--- src/rtl/hsw_pkg.sv ---
package hsw_pkg;

  typedef enum logic [2:0] {
    ST_RESET   = 3'd0,
    ST_INIT_UP = 3'd1,
    ST_INIT_DN = 3'd2,
    ST_IDLE    = 3'd3,
    ST_ON      = 3'd4,
    ST_LATCH   = 3'd5,
    ST_COOL    = 3'd6
  } hsw_state_e;

  typedef enum logic [1:0] {
    RAMP_UP_INIT  = 2'd0,
    RAMP_UP_FAULT = 2'd1,
    RAMP_DN_FAST  = 2'd2,
    RAMP_DN_COOL  = 2'd3
  } ramp_cmd_e;

endpackage

--- src/rtl/hsw_en_filt.sv ---
module hsw_en_filt #(
  parameter int FILT_LEN    = 16,
  parameter bit EN_ACT_HIGH = 1'b1
) (
  input  logic clk,
  input  logic rst_n,
  input  logic en_pin,
  output logic en_ok
);
  localparam int CW = (FILT_LEN > 1) ? $clog2(FILT_LEN) : 1;
  localparam logic [CW-1:0] LAST = CW'(FILT_LEN - 1);

  logic          act;
  logic [CW-1:0] cnt_q, cnt_d;
  logic          filt_q, filt_d;
  logic          ce;

  generate
    if (EN_ACT_HIGH) begin : g_pol_high
      assign act = en_pin;
    end else begin : g_pol_low
      assign act = ~en_pin;
    end
  endgenerate

  always_comb begin
    cnt_d  = cnt_q;
    filt_d = filt_q;
    if (act != filt_q) begin
      if (cnt_q == LAST) begin
        filt_d = act;
        cnt_d  = '0;
      end else begin
        cnt_d = cnt_q + 1'b1;
      end
    end else begin
      cnt_d = '0;
    end
  end

  assign ce = (cnt_d != cnt_q) || (filt_d != filt_q);

  always_ff @(posedge clk or negedge rst_n) begin
    if (!rst_n) begin
      cnt_q  <= '0;
      filt_q <= 1'b0;
    end else if (ce) begin
      cnt_q  <= cnt_d;
      filt_q <= filt_d;
    end
  end

  assign en_ok = filt_q;

endmodule

--- src/rtl/hsw_ramp.sv ---
module hsw_ramp
  import hsw_pkg::*;
#(
  parameter int TMR_W      = 12,
  parameter int THR_HI     = 1300,
  parameter int THR_LO     = 200,
  parameter int RATE_INIT  = 5,
  parameter int RATE_FAULT = 60,
  parameter int RATE_COOL  = 2,
  parameter int RATE_DISCH = 100
) (
  input  logic             clk,
  input  logic             rst_n,
  input  ramp_cmd_e        cmd,
  output logic [TMR_W-1:0] tmr_val,
  output logic             at_hi,
  output logic             at_lo
);
  localparam logic [TMR_W-1:0] HI_V    = TMR_W'(THR_HI);
  localparam logic [TMR_W-1:0] LO_V    = TMR_W'(THR_LO);
  localparam logic [TMR_W-1:0] S_INIT  = TMR_W'(RATE_INIT);
  localparam logic [TMR_W-1:0] S_FAULT = TMR_W'(RATE_FAULT);
  localparam logic [TMR_W-1:0] S_COOL  = TMR_W'(RATE_COOL);
  localparam logic [TMR_W-1:0] S_DISCH = TMR_W'(RATE_DISCH);

  logic [TMR_W-1:0] val_q, val_d, step;
  logic [TMR_W:0]   up_sum;
  logic             going_up, ce;

  always_comb begin
    case (cmd)
      RAMP_UP_INIT:  step = S_INIT;
      RAMP_UP_FAULT: step = S_FAULT;
      RAMP_DN_COOL:  step = S_COOL;
      default:       step = S_DISCH;
    endcase
    going_up = (cmd == RAMP_UP_INIT) || (cmd == RAMP_UP_FAULT);
    up_sum   = {1'b0, val_q} + {1'b0, step};
    if (going_up) begin
      val_d = (up_sum >= {1'b0, HI_V}) ? HI_V : up_sum[TMR_W-1:0];
    end else begin
      val_d = (val_q < step) ? '0 : (val_q - step);
    end
  end

  assign ce = (val_d != val_q);

  always_ff @(posedge clk or negedge rst_n) begin
    if (!rst_n) begin
      val_q <= '0;
    end else if (ce) begin
      val_q <= val_d;
    end
  end

  assign tmr_val = val_q;
  assign at_hi   = (val_q >= HI_V);
  assign at_lo   = (val_q <= LO_V);

endmodule

--- src/rtl/hsw_ctrl.sv ---
module hsw_ctrl
  import hsw_pkg::*;
(
  input  logic       clk,
  input  logic       rst_n,
  input  logic       supply_ok,
  input  logic       en_ok,
  input  logic       sw_off,
  input  logic       oc_flag,
  input  logic       retry_mode,
  input  logic       at_hi,
  input  logic       at_lo,
  output hsw_state_e state,
  output ramp_cmd_e  cmd,
  output logic       fail_pulse
);
  hsw_state_e state_q, state_d;
  logic       fail_q, fail_d;
  logic       run_ok;

  assign run_ok = en_ok && !sw_off;

  always_comb begin
    state_d = state_q;
    fail_d  = 1'b0;
    if (!supply_ok) begin
      state_d = ST_RESET;
    end else begin
      case (state_q)
        ST_RESET:   state_d = ST_INIT_UP;
        ST_INIT_UP: if (at_hi) state_d = ST_INIT_DN;
        ST_INIT_DN: if (at_lo) state_d = ST_IDLE;
        ST_IDLE:    if (run_ok) state_d = ST_ON;
        ST_ON: begin
          if (!run_ok) begin
            state_d = ST_IDLE;
          end else if (oc_flag && at_hi) begin
            fail_d  = 1'b1;
            state_d = retry_mode ? ST_COOL : ST_LATCH;
          end
        end
        ST_LATCH:   if (!en_ok) state_d = ST_IDLE;
        ST_COOL:    if (at_lo || !en_ok) state_d = ST_IDLE;
        default:    state_d = ST_RESET;
      endcase
    end
  end

  always_comb begin
    case (state_q)
      ST_INIT_UP: cmd = RAMP_UP_INIT;
      ST_ON:      cmd = oc_flag ? RAMP_UP_FAULT : RAMP_DN_FAST;
      ST_COOL:    cmd = RAMP_DN_COOL;
      default:    cmd = RAMP_DN_FAST;
    endcase
  end

  always_ff @(posedge clk or negedge rst_n) begin
    if (!rst_n) begin
      state_q <= ST_RESET;
      fail_q  <= 1'b0;
    end else begin
      state_q <= state_d;
      fail_q  <= fail_d;
    end
  end

  assign state      = state_q;
  assign fail_pulse = fail_q;

endmodule

--- src/rtl/hsw_seq.sv ---
module hsw_seq
  import hsw_pkg::*;
#(
  parameter int TMR_W       = 12,
  parameter int THR_HI      = 1300,
  parameter int THR_LO      = 200,
  parameter int RATE_INIT   = 5,
  parameter int RATE_FAULT  = 60,
  parameter int RATE_COOL   = 2,
  parameter int RATE_DISCH  = 100,
  parameter int FILT_LEN    = 16,
  parameter bit EN_ACT_HIGH = 1'b1
) (
  input  logic clk,
  input  logic rst_n,
  input  logic supply_ok,
  input  logic en_pin,
  input  logic sw_off,
  input  logic oc_flag,
  input  logic fast_trip,
  input  logic retry_mode,
  output logic gate_en,
  output logic gate_pd,
  output logic fail_pulse,
  output logic oc_off
);
  logic             en_ok;
  logic [TMR_W-1:0] tmr_val;
  logic             at_hi, at_lo;
  hsw_state_e       state;
  ramp_cmd_e        cmd;

  hsw_en_filt #(
    .FILT_LEN   (FILT_LEN),
    .EN_ACT_HIGH(EN_ACT_HIGH)
  ) u_filt (
    .clk   (clk),
    .rst_n (rst_n),
    .en_pin(en_pin),
    .en_ok (en_ok)
  );

  hsw_ramp #(
    .TMR_W     (TMR_W),
    .THR_HI    (THR_HI),
    .THR_LO    (THR_LO),
    .RATE_INIT (RATE_INIT),
    .RATE_FAULT(RATE_FAULT),
    .RATE_COOL (RATE_COOL),
    .RATE_DISCH(RATE_DISCH)
  ) u_ramp (
    .clk    (clk),
    .rst_n  (rst_n),
    .cmd    (cmd),
    .tmr_val(tmr_val),
    .at_hi  (at_hi),
    .at_lo  (at_lo)
  );

  hsw_ctrl u_ctrl (
    .clk       (clk),
    .rst_n     (rst_n),
    .supply_ok (supply_ok),
    .en_ok     (en_ok),
    .sw_off    (sw_off),
    .oc_flag   (oc_flag),
    .retry_mode(retry_mode),
    .at_hi     (at_hi),
    .at_lo     (at_lo),
    .state     (state),
    .cmd       (cmd),
    .fail_pulse(fail_pulse)
  );

  assign gate_en = (state == ST_ON);
  assign gate_pd = fast_trip && gate_en;
  assign oc_off  = (state == ST_LATCH) || (state == ST_COOL);

endmodule

--- config.mk ---
export PLATFORM = sky130hd
export DESIGN_NAME = hsw_seq
export DESIGN_NICKNAME = d
export VERILOG_FILES = /design/src/rtl/hsw_pkg.sv /design/src/rtl/hsw_en_filt.sv /design/src/rtl/hsw_ramp.sv /design/src/rtl/hsw_ctrl.sv /design/src/rtl/hsw_seq.sv
export SDC_FILE = /design/constraint.sdc
export NUM_CORES = 1
export LEC_CHECK = 0
export BUFFER_PORTS_ARGS = -buffer_cell sky130_fd_sc_hd__buf_2
export CAP_MARGIN = 20
export CORE_ASPECT_RATIO = 2
export CORE_MARGIN = 1.5
export CORE_UTILIZATION = 50
export CTS_BUF_LIST = sky130_fd_sc_hd__clkbuf_4 sky130_fd_sc_hd__clkbuf_8
export CTS_CLUSTER_SIZE = 8
export DETAILED_ROUTE_END_ITERATION = 6
export HOLD_SLACK_MARGIN = 0.03
export PLACE_DENSITY_LB_ADDON = 0.12
export RECOVER_POWER = 50
export SLEW_MARGIN = 5
export SYNTH_ARGS = -nofsm -noshare
export SYNTH_HDL_FRONTEND = slang
export SYNTH_SLANG_ARGS = --single-unit
export TNS_END_PERCENT = 30
--- constraint.sdc ---
create_clock -name clk -period 4 [get_ports clk]
set_clock_uncertainty 0.2 [all_clocks]
set_input_delay 0.6 -clock clk [delete_from_list [all_inputs] [get_ports clk]]
set_output_delay 0.6 -clock clk [all_outputs]
set_load 0.03 [all_outputs]
After elaboration in Yosys (flattened, before gate mapping). Index checks and enable logic that the tools add are counted.

Mux-type cells: 24. Reductions and logical operators: 12. Eq/ne operators: 19. $add $sub $neg: 3. $lt $le $gt $ge: 4.

Operators by type and width (number): $mux 12 (3); $mux 3 (8); $pmux 3 s7 (1); $pmux 7 s3 (1); $add 12x7->13 (1); $ge 13x11->1 const B (1); $ge 12x11->1 const B (1); $le 12x8->1 const B (1); $lt 12x7->1 (1); $ne 12x12->1 (1); $ne 3x2->1 const B (4); $sub 12x7->12 (1); $eq 3x3->1 const B (3); $mux 4 (2); $eq 3x2->1 const B (2); $mux 1 (6); $pmux 2 s3 (1); $reduce_and 6->1 (1); $add 4x1->4 const B (1); $eq 4x4->1 const B (1); $logic_or 1x1->1 (4); $mux 2 (2); $ne 4x4->1 (1); $ne 4x4->1 const B (1); 9 further kinds (13).

Output and inout bits: 4. Flip-flop bits (word level): 21.

Depth between registers and ports, before layout. Gate-level depths: netlist of run 1.

Word-level depth: 9. Mapped depth: 17. Depth with buffers taken out: 15.

Hierarchy. Synthesis of run 1 repeated with hierarchy kept, for this count alone.

Cell total of the unflattened synthesis: 257. Area, all modules: 2247.2 sq um.

By module, submodules not included: hsw_ramp (times used 1, sequential area each 300.3 sq um, area an instance 1637.8 sq um, cells each 196); hsw_ctrl (times used 1, sequential area each 100.1 sq um, area an instance 354.1 sq um, cells each 41); hsw_en_filt (times used 1, sequential area each 125.1 sq um, area an instance 221.5 sq um, cells each 16); hsw_seq (times used 1, sequential area each 0.0 sq um, area an instance 33.8 sq um, cells each 4).

Worst setup path before layout of run 1. No wires, ideal clock.

Path type: reg2reg. From: register u_ctrl.state_q[2], in the netlist u_ctrl.state[2]. To: register u_ramp.val_q[6], in the netlist u_ramp.tmr_val[6]. Arrival: 3.287 ns. Path slack: 0.387 ns. Data required time: 3.674 ns. Period minus slack after synthesis: 3.613 ns. Setup time: 0.126 ns. Cell stages (with the launch flop): 16. Buffers on the path: 1. Cell sequence: dfrtp_1 -> clkbuf_1 -> nor2b_1 -> nand2_1 -> a21o_1 -> inv_1 -> ha_1 -> ha_1 -> fa_1 -> a211oi_2 -> or3_1 -> a21o_1 -> xor2_1 -> o311ai_4 -> and3_1 -> o32a_1.

Word-level cells in the longest chain between the ends: 9. Elaborated cells between the ends (all ways): 17. Those cells by class: 2 x add/sub; 2 x order compare; 6 x eq/ne; 5 x mux; 2 x reduce/logical.

Ends and longest elaborated chain: from (decl) (line hsw_ctrl.sv:17) `hsw_state_e state_q, state_d;`; from (signal assigned) (line hsw_ctrl.sv:63) `state_q <= state_d;`; $eq 3x3->1 / $eq 3x1->1 (equally long branches) (line hsw_ctrl.sv:50) `case (state_q)`; $pmux 2 s3 (*) (line hsw_ctrl.sv:50); $eq 2x2->1, or another cell as far along (line hsw_ramp.sv:31) `case (cmd)`; $pmux 7 s3 (line hsw_ramp.sv:31); $add 12x7->13 (line hsw_ramp.sv:38) `up_sum = {1'b0, val_q} + {1'b0, step};`; $ge 13x11->1 (line hsw_ramp.sv:40) `val_d = (up_sum >= {1'b0, HI_V}) ? HI_V : up_sum[TMR_W-1:0];`; $mux 12 (line hsw_ramp.sv:40); $mux 12 (*) (line hsw_ramp.sv:39) `if (going_up) begin`; $ne 12x12->1 (line hsw_ramp.sv:46) `assign ce = (val_d != val_q);`; to (signal assigned) (line hsw_ramp.sv:52) `val_q <= val_d;`; to (decl) (line hsw_ramp.sv:26) `logic [TMR_W-1:0] val_q, val_d, step;`.

Every way passes the cells marked *; elsewhere a longest branch is shown, timed or not. A chain may end at the register's enable or synchronous reset.

Final worst setup path of run 1.
From: register u_ctrl.state_q[0], in the netlist u_ctrl.state[0]. To: register u_ramp.val_q[2], in the netlist u_ramp.tmr_val[2].

The elaborated chain is that of the path after synthesis.

==> results of run 1 <==
## state kept, by name, summed over array words and instances, names as in the netlist
register           flops
u_ctrl.state           3
u_filt.en_ok           1
u_ramp.tmr_val        12
u_ctrl.fail_pulse      1
u_filt.cnt_q           4
## cells by family (layout without fill, tap and decap cells)
logic type | Yosys count | in the layout | share of synthesized area
multiplexers | 2 | 2 | 0.0100
AND/OR/NAND/NOR | 86 | 86 | 0.209
adder cells (fa/ha/maj) | 21 | 21 | 0.131
flip-flops | 21 | 21 | 0.248
AO/OA/AOI/OAI | 85 | 85 | 0.294
buffers and inverters | 29 | 45 | 0.0632
XOR/XNOR | 10 | 10 | 0.0449
## routing by layer
metal	up-vias	GRT usage	part of all wire
li1	956	-	-
met1	894	0.225	0.36
met2	45	0.481	0.57
met3	18	0.0157	0.016
met4	0	0.176	0.050
met5	-	0	0
## what timing repair did
item                                    in CTS  in global routing
gates resized for setup                      0                  4
endpoints found under the setup margin       0                  7
setup buffers                                0                  0
hold buffers                                 0                  0
endpoints found under the hold margin        0                  0
## cell type report
cell class,instances,area [um^2],share of cell area
Sequential cell,21,526,0.224
Multi-Input combinational cell,204,1490,0.635
Tap cell,52,65.1,0.0278
Timing Repair Buffer,24,151,0.0646
Clock buffer,4,48.8,0.0208
Inverter,17,63.8,0.0272
## power by group
part	internal, mW	switching, mW
logic	0.711	0.952
clock network	0.0776	0.0643
registers	0.297	0.125
## layout by cell type, fill, tap and decap left out, types with 2 or more instances in the layout
cell type  synthesis  routed
o21ai_0           16      16
buf_2              2      10
a31oi_1            2       2
nand2_1           17      17
inv_1             17      17
nand3_1            6       6
nor4_1             2       2
o22ai_1            3       3
and2_1             4       4
clkbuf_8           0       3
a21oi_1           17      17
o21bai_1           2       2
buf_4              4      13
xnor2_1            6       6
o211ai_1           2       2
o2111ai_1          2       2
nor2b_1            8       8
a21o_1             5       5
o21a_1             3       3
xor2_1             3       3
ha_1              19      18
fa_1               2       2
o31ai_1            3       2
o31a_1             3       3
or3_1              3       3
and3_1             3       3
o311ai_0           2       2
nor2_1            24      24
nand2b_1           6       6
a211oi_1           2       2
nor3_1             4       4
o31ai_2            1       2
dfrtp_1           21      21
o221ai_1           3       3
## critical path: stages, from the launching register on
cell	delay [ns]
dfrtp_1	0.39
nor2b_1	0.14
o21ai_0	0.18
inv_1	0.12
ha_1	0.31
inv_1	0.11
ha_2	0.44
o21bai_1	0.15
a21o_2	0.25
nand2_1	0.09
a21oi_1	0.10
o21ai_1	0.27
buf_4	0.25
o21ai_0	0.11
o21ai_0	0.35
nand2_1	0.17
## per-stage QoR
stage / cell area [um^2] / util / hold slack, ns / TNS (ns)
after floorplan: 2120 / - / 0.104 / 0
final: 2340 / 0.573 / 0.319 / 0
after global routing: 2340 / 0.573 / 0.345 / 0
after detailed placement: 2270 / 0.554 / 0.319 / -0.167
after CTS: 2310 / 0.566 / 0.0996 / 0
after global placement: 2270 / 0.554 / 0.305 / 0
## worst max path at each step
stage | start | end | slack (ns) | cells past startpoint
2_1_floorplan | u_ctrl.state[2] | u_ramp.tmr_val[6] | 0.39 | 15
3_3_place_gp | oc_flag | u_ramp.tmr_val[2] | 0.02 | 15
3_5_place_dp | oc_flag | u_ramp.tmr_val[6] | -0.06 | 13
4_1_cts | u_ctrl.state[0] | u_ramp.tmr_val[5] | 0.10 | 14
5_1_grt | u_ctrl.state[1] | u_ramp.tmr_val[5] | 0.03 | 13
6_report | u_ctrl.state[0] | u_ramp.tmr_val[2] | 0.21 | 15
==> flow_metrics.env, run 1 <==
export IMPL_fillers=397
export IMPL_reg2reg_from="u_ctrl.state[0]"
export IMPL_cts_sinks=21
export IMPL_area_growth_pct=10.6
export IMPL_finalPower_mw=2.23
export IMPL_vdd_ir_drop_max_mv=0.525
export IMPL_worst_slew_pin_slew_ns=1.15
export IMPL_gp_congestion=0.915
export IMPL_required_ns=3.91
export IMPL_drive_gt1_frac=0.163
export IMPL_final_hold_viol_count=0
export IMPL_ctsLongestPathBuffers=2
export IMPL_holdPathStages=1
export IMPL_finalNonFillerCells=322
export IMPL_synth_seq_area_share=0.248
export IMPL_die_x_um=49.0
export IMPL_layout_min_cycle_time_ns=3.79
export IMPL_avgRoutedWirePerCell_um=16.7
export IMPL_power_leakage_nw=1.07
export IMPL_whs_endpoint="u_filt.cnt_q[0]"
export IMPL_clk_pin_slew_ns=0.07
export IMPL_worstSkewPairLatency_ns=0.26
export IMPL_timing_final_ws_setup_ns=0.206
export IMPL_die_h_um=95.1
export IMPL_yosysUniqueCellTypes=66
export IMPL_place_port_buffers=11
export IMPL_grt_pass1_vias=1911
export IMPL_numPlacedInstances=318
export IMPL_synthesis_nets=283
export IMPL_place_ws_ns=-0.0599
export IMPL_status="finished, final reports clean"
export IMPL_synth_edff_count=0
export IMPL_synthesis_area_um2=2120
export IMPL_powerDensity_nw_per_um2=950
export IMPL_grt_pass1_wl_um=8520
export IMPL_first_iter_violations=29
export IMPL_crit_fanout=12
export IMPL_avgSynthCellArea_um2=8.34
export IMPL_synth_top_cells_by_area="dfrtp_1 25%, ha_1 11%, nor2_1 4.3%"
export IMPL_finalCritPeriodShare=0.948
export IMPL_rsz0062_at_grt="no"
export IMPL_max_freq_mhz=264
export IMPL_maxSlewViolCount=0
export IMPL_num_rows=33
export IMPL_nets=300
export IMPL_post_route_drc_count=0
export IMPL_critPathArrivalTime_ns=3.70
export IMPL_cap_viol_max_count=0
export IMPL_antenna_found_initial=0
export IMPL_start_util=0.518
export IMPL_grt_ovfl_total=0
export IMPL_netlist_area_leader_share=0.248
export IMPL_r2r_end="u_ramp.tmr_val[2]"
export IMPL_ys_warn_count=0
export IMPL_dieArea_um2=4660
export IMPL_antennaDiodeCount=0
export IMPL_vias_per_cell=5.94
export IMPL_cts_root_buf="clkbuf_8"
export IMPL_cts_buffers=3
export IMPL_dpl_hpwl_um=4470
export IMPL_yosys_register_bits=21
export IMPL_ant_nets=0
export IMPL_htreeDepth=1
export IMPL_yosysTopAreaCell="dfrtp_1"
export IMPL_maxSlewHeadroom=0.235
export IMPL_track_usage=0.242
export IMPL_num_io_pins=12
export IMPL_synthTopCellsByCount="24 x nor2_1, 21 x dfrtp_1, 19 x ha_1"
export IMPL_worstHoldStart="u_filt.cnt_q[0]"
export IMPL_netlist_instances=254
export IMPL_finalWirelength_um=5370
export IMPL_drtPass1Iterations=4
export IMPL_cts_tree="built"
export IMPL_min_path_type="register to register"
export IMPL_synthMostInstantiatedCell="nor2_1"
export IMPL_rrSetupSlack_ns=0.21
export IMPL_async_flop_share=1.00
export IMPL_critPathLaunchType="register"
export IMPL_setup_viol_count_final=0
export IMPL_cp_end_kind="register"
export IMPL_vias=1913
export IMPL_core_um2=4090
export IMPL_worstSetupPathType="register to register"
export IMPL_grt_max_degree=22
export IMPL_synth_main_ff_cell="dfrtp_1"
export IMPL_r2r_cells=15
(Power assumes the default switching activity.)
==> inputs of run 2 (changes only) <==
--- a/config.mk
+++ b/config.mk
@@ -5,6 +5,7 @@
 export SDC_FILE = /design/constraint.sdc
 export NUM_CORES = 1
 export LEC_CHECK = 0
+export ABC_AREA = 1
 export BUFFER_PORTS_ARGS = -buffer_cell sky130_fd_sc_hd__buf_2
 export CAP_MARGIN = 20
 export CORE_ASPECT_RATIO = 2
@@ -16,7 +17,7 @@
 export HOLD_SLACK_MARGIN = 0.03
 export PLACE_DENSITY_LB_ADDON = 0.12
 export RECOVER_POWER = 50
-export SLEW_MARGIN = 5
+export SLEW_MARGIN = 20
 export SYNTH_ARGS = -nofsm -noshare
 export SYNTH_HDL_FRONTEND = slang
 export SYNTH_SLANG_ARGS = --single-unit
==> flow_metrics.env, run 2 <==
export IMPL_cts_tree="built"
export IMPL_synthesis_nets=380
export IMPL_num_io_pins=12
export IMPL_synth_top_cells_by_area="dfrtp_1 23%, nand2_1 17%, ha_1 10%"
export IMPL_die_x_um=50.6
export IMPL_synth_main_ff_cell="dfrtp_1"
export IMPL_status="finished, final reports clean"
export IMPL_powerDensity_nw_per_um2=944
export IMPL_max_freq_mhz=270
export IMPL_grt_pass1_wl_um=9880
export IMPL_top_layer="met4"
export IMPL_dpl_hpwl_um=4830
export IMPL_setup_tns_ns=0
export IMPL_htreeDepth=1
export IMPL_wl_met3_um=141
export IMPL_numPlacedInstances=412
export IMPL_placed_area_um2=2360
export IMPL_vdd_ir_drop_max_mv=0.481
export IMPL_gp_congestion=0.898
export IMPL_finalCritPeriodShare=0.924
export IMPL_dieArea_um2=4970
export IMPL_layout_min_cycle_time_ns=3.70
export IMPL_vias=2213
export IMPL_required_ns=4.00
export IMPL_drtPass1Iterations=4
export IMPL_async_flop_share=1.00
export IMPL_yosysUniqueCellTypes=34
export IMPL_track_usage=0.259
export IMPL_ys_warn_count=0
export IMPL_finalPower_mw=2.28
export IMPL_avgRoutedWirePerCell_um=13.8
export IMPL_layout_commonest_cell="nand2_1"
export IMPL_worstSkewPairLatency_ns=0.26
export IMPL_post_route_drc_count=0
export IMPL_m1WireLength_um=2060
export IMPL_area_growth_pct=6.63
export IMPL_power_leakage_nw=1.33
export IMPL_grt_ovfl_total=0
export IMPL_netlist_area_leader_share=0.232
export IMPL_yosys_register_bits=21
export IMPL_synth_seq_area_share=0.232
export IMPL_critPathArrivalTime_ns=3.70
export IMPL_avgSynthCellArea_um2=6.45
export IMPL_vias_per_cell=5.32
export IMPL_synthMostInstantiatedCell="nand2_1"
export IMPL_grt_pass1_vias=2260
export IMPL_mostFrequentLayoutCells="104 x nand2_1, 49 x inv_1, 32 x nor2_1, 30 x nand3_1, 21 x dfrtp_1"
export IMPL_place_ws_ns=0.146
export IMPL_synthesis_area_um2=2260
export IMPL_ant_nets=0
export IMPL_maxSlewHeadroom=0.216
export IMPL_synthTopCellsByCount="105 x nand2_1, 49 x inv_1, 32 x nor2_1"
export IMPL_nets=392
export IMPL_met2WireLength_um=3250
export IMPL_grt_max_degree=22
export IMPL_synth_edff_count=0
export IMPL_die_h_um=98.2
export IMPL_maxSlewViolCount=0
export IMPL_drive_gt1_frac=0.152
export IMPL_cts_buffers=3
export IMPL_cts_root_buf="clkbuf_8"
export IMPL_fin_area_um2=2410
export IMPL_cts_sinks=21
export IMPL_crit_fanout=8
export IMPL_finalNonFillerCells=416
export IMPL_setup_viol_count_final=0
export IMPL_worstSetupPathType="register to register"
export IMPL_cts_setup_buffers=0
export IMPL_antenna_found_initial=0
export IMPL_ctsLongestPathBuffers=2
export IMPL_core_um2=4340
export IMPL_worst_slew_pin_slew_ns=1.18
export IMPL_start_util=0.522
export IMPL_cp_end_kind="register"
export IMPL_timing_final_ws_setup_ns=0.302
export IMPL_utilization=0.557
export IMPL_antennaDiodeCount=0
export IMPL_hold_ws_ns=0.277
export IMPL_first_iter_violations=72
export IMPL_netlist_instances=351
export IMPL_largest_register_ffs=12
export IMPL_place_port_buffers=11
export IMPL_cap_viol_max_count=0
export IMPL_finalWirelength_um=5750
export IMPL_final_hold_viol_count=0
export IMPL_min_path_type="register to register"
export IMPL_num_rows=34
export IMPL_yosysTopAreaCell="dfrtp_1"
export IMPL_critPathLaunchType="register"
export IMPL_clk_pin_slew_ns=0.08
==> run 2: final cells by class <==
| class | instances | area, um^2 |
|---|---|---|
| fillers | 440 | 1920 |
| multi-input cells | 267 | 1490 |
| flip-flops and latches | 21 | 526 |
| inverters | 57 | 214 |
| repair buffers | 13 | 68.8 |
| well taps | 54 | 67.6 |
| clock buffers | 4 | 48.8 |
==> run 2: power breakdown <==
group          internal (mW)  total (mW)  leakage, nW  switching, mW
combinational          0.593        1.72         1.04           1.12
clock                 0.0778       0.146       0.0262         0.0685
sequential             0.297       0.417        0.261          0.120
==> run 2: timing repair <==
item,in CTS,in global routing
gates resized for setup,0,4
setup endpoints to repair,0,10
hold buffers,0,0
==> run 2: critical path, stage by stage (launching register included) <==
cell and delay (ns):
dfrtp_1 0.44, nor2_1 0.13, inv_1 0.06, nor2_1 0.17, inv_1 0.12, o21ai_2 0.18
inv_1 0.09, ha_1 0.24, ha_1 0.24, fa_1 0.44, nand2_1 0.10, nand3_1 0.13
nand2_2 0.14, nand2_1 0.06, nand2_1 0.08, nand2_1 0.06, inv_1 0.09, nand2_1 0.06
nor2_1 0.10, nand2_1 0.06, nand2_1 0.07, nand2_2 0.07, nand2_4 0.15, nand2_2 0.07
nand2_1 0.08
==> run 2: metal layers <==
layer | GRT usage | vias to the layer above
met4 | 0.173 | 0
li1 | - | 1134
met1 | 0.256 | 1001
met2 | 0.491 | 59
met3 | 0.0122 | 19
met5 | 0 | -
==> run 2: kinds of logic after synthesis <==
family,Yosys count,share of synthesized area
xor+xnor,8,0.0309
fa+ha+maj,21,0.123
buf+inv,63,0.113
compound gates,39,0.118
flops,21,0.232
simple gates,199,0.384
==> run 2: final timing paths <==
path,from,to,slack (ns),cells past startpoint
setup / recovery,u_ctrl.state[0],u_ramp.tmr_val[2],0.30,24
setup reg to reg,u_ctrl.state[0],u_ramp.tmr_val[2],0.30,24
hold reg to reg,u_filt.cnt_q[0],u_filt.cnt_q[0],0.28,1
max in group asynchronous,rst_n,u_ramp.tmr_val[1],2.55,1
hold / removal,u_filt.cnt_q[0],u_filt.cnt_q[0],0.28,1
min in group asynchronous,rst_n,u_ctrl.state[0],0.35,1
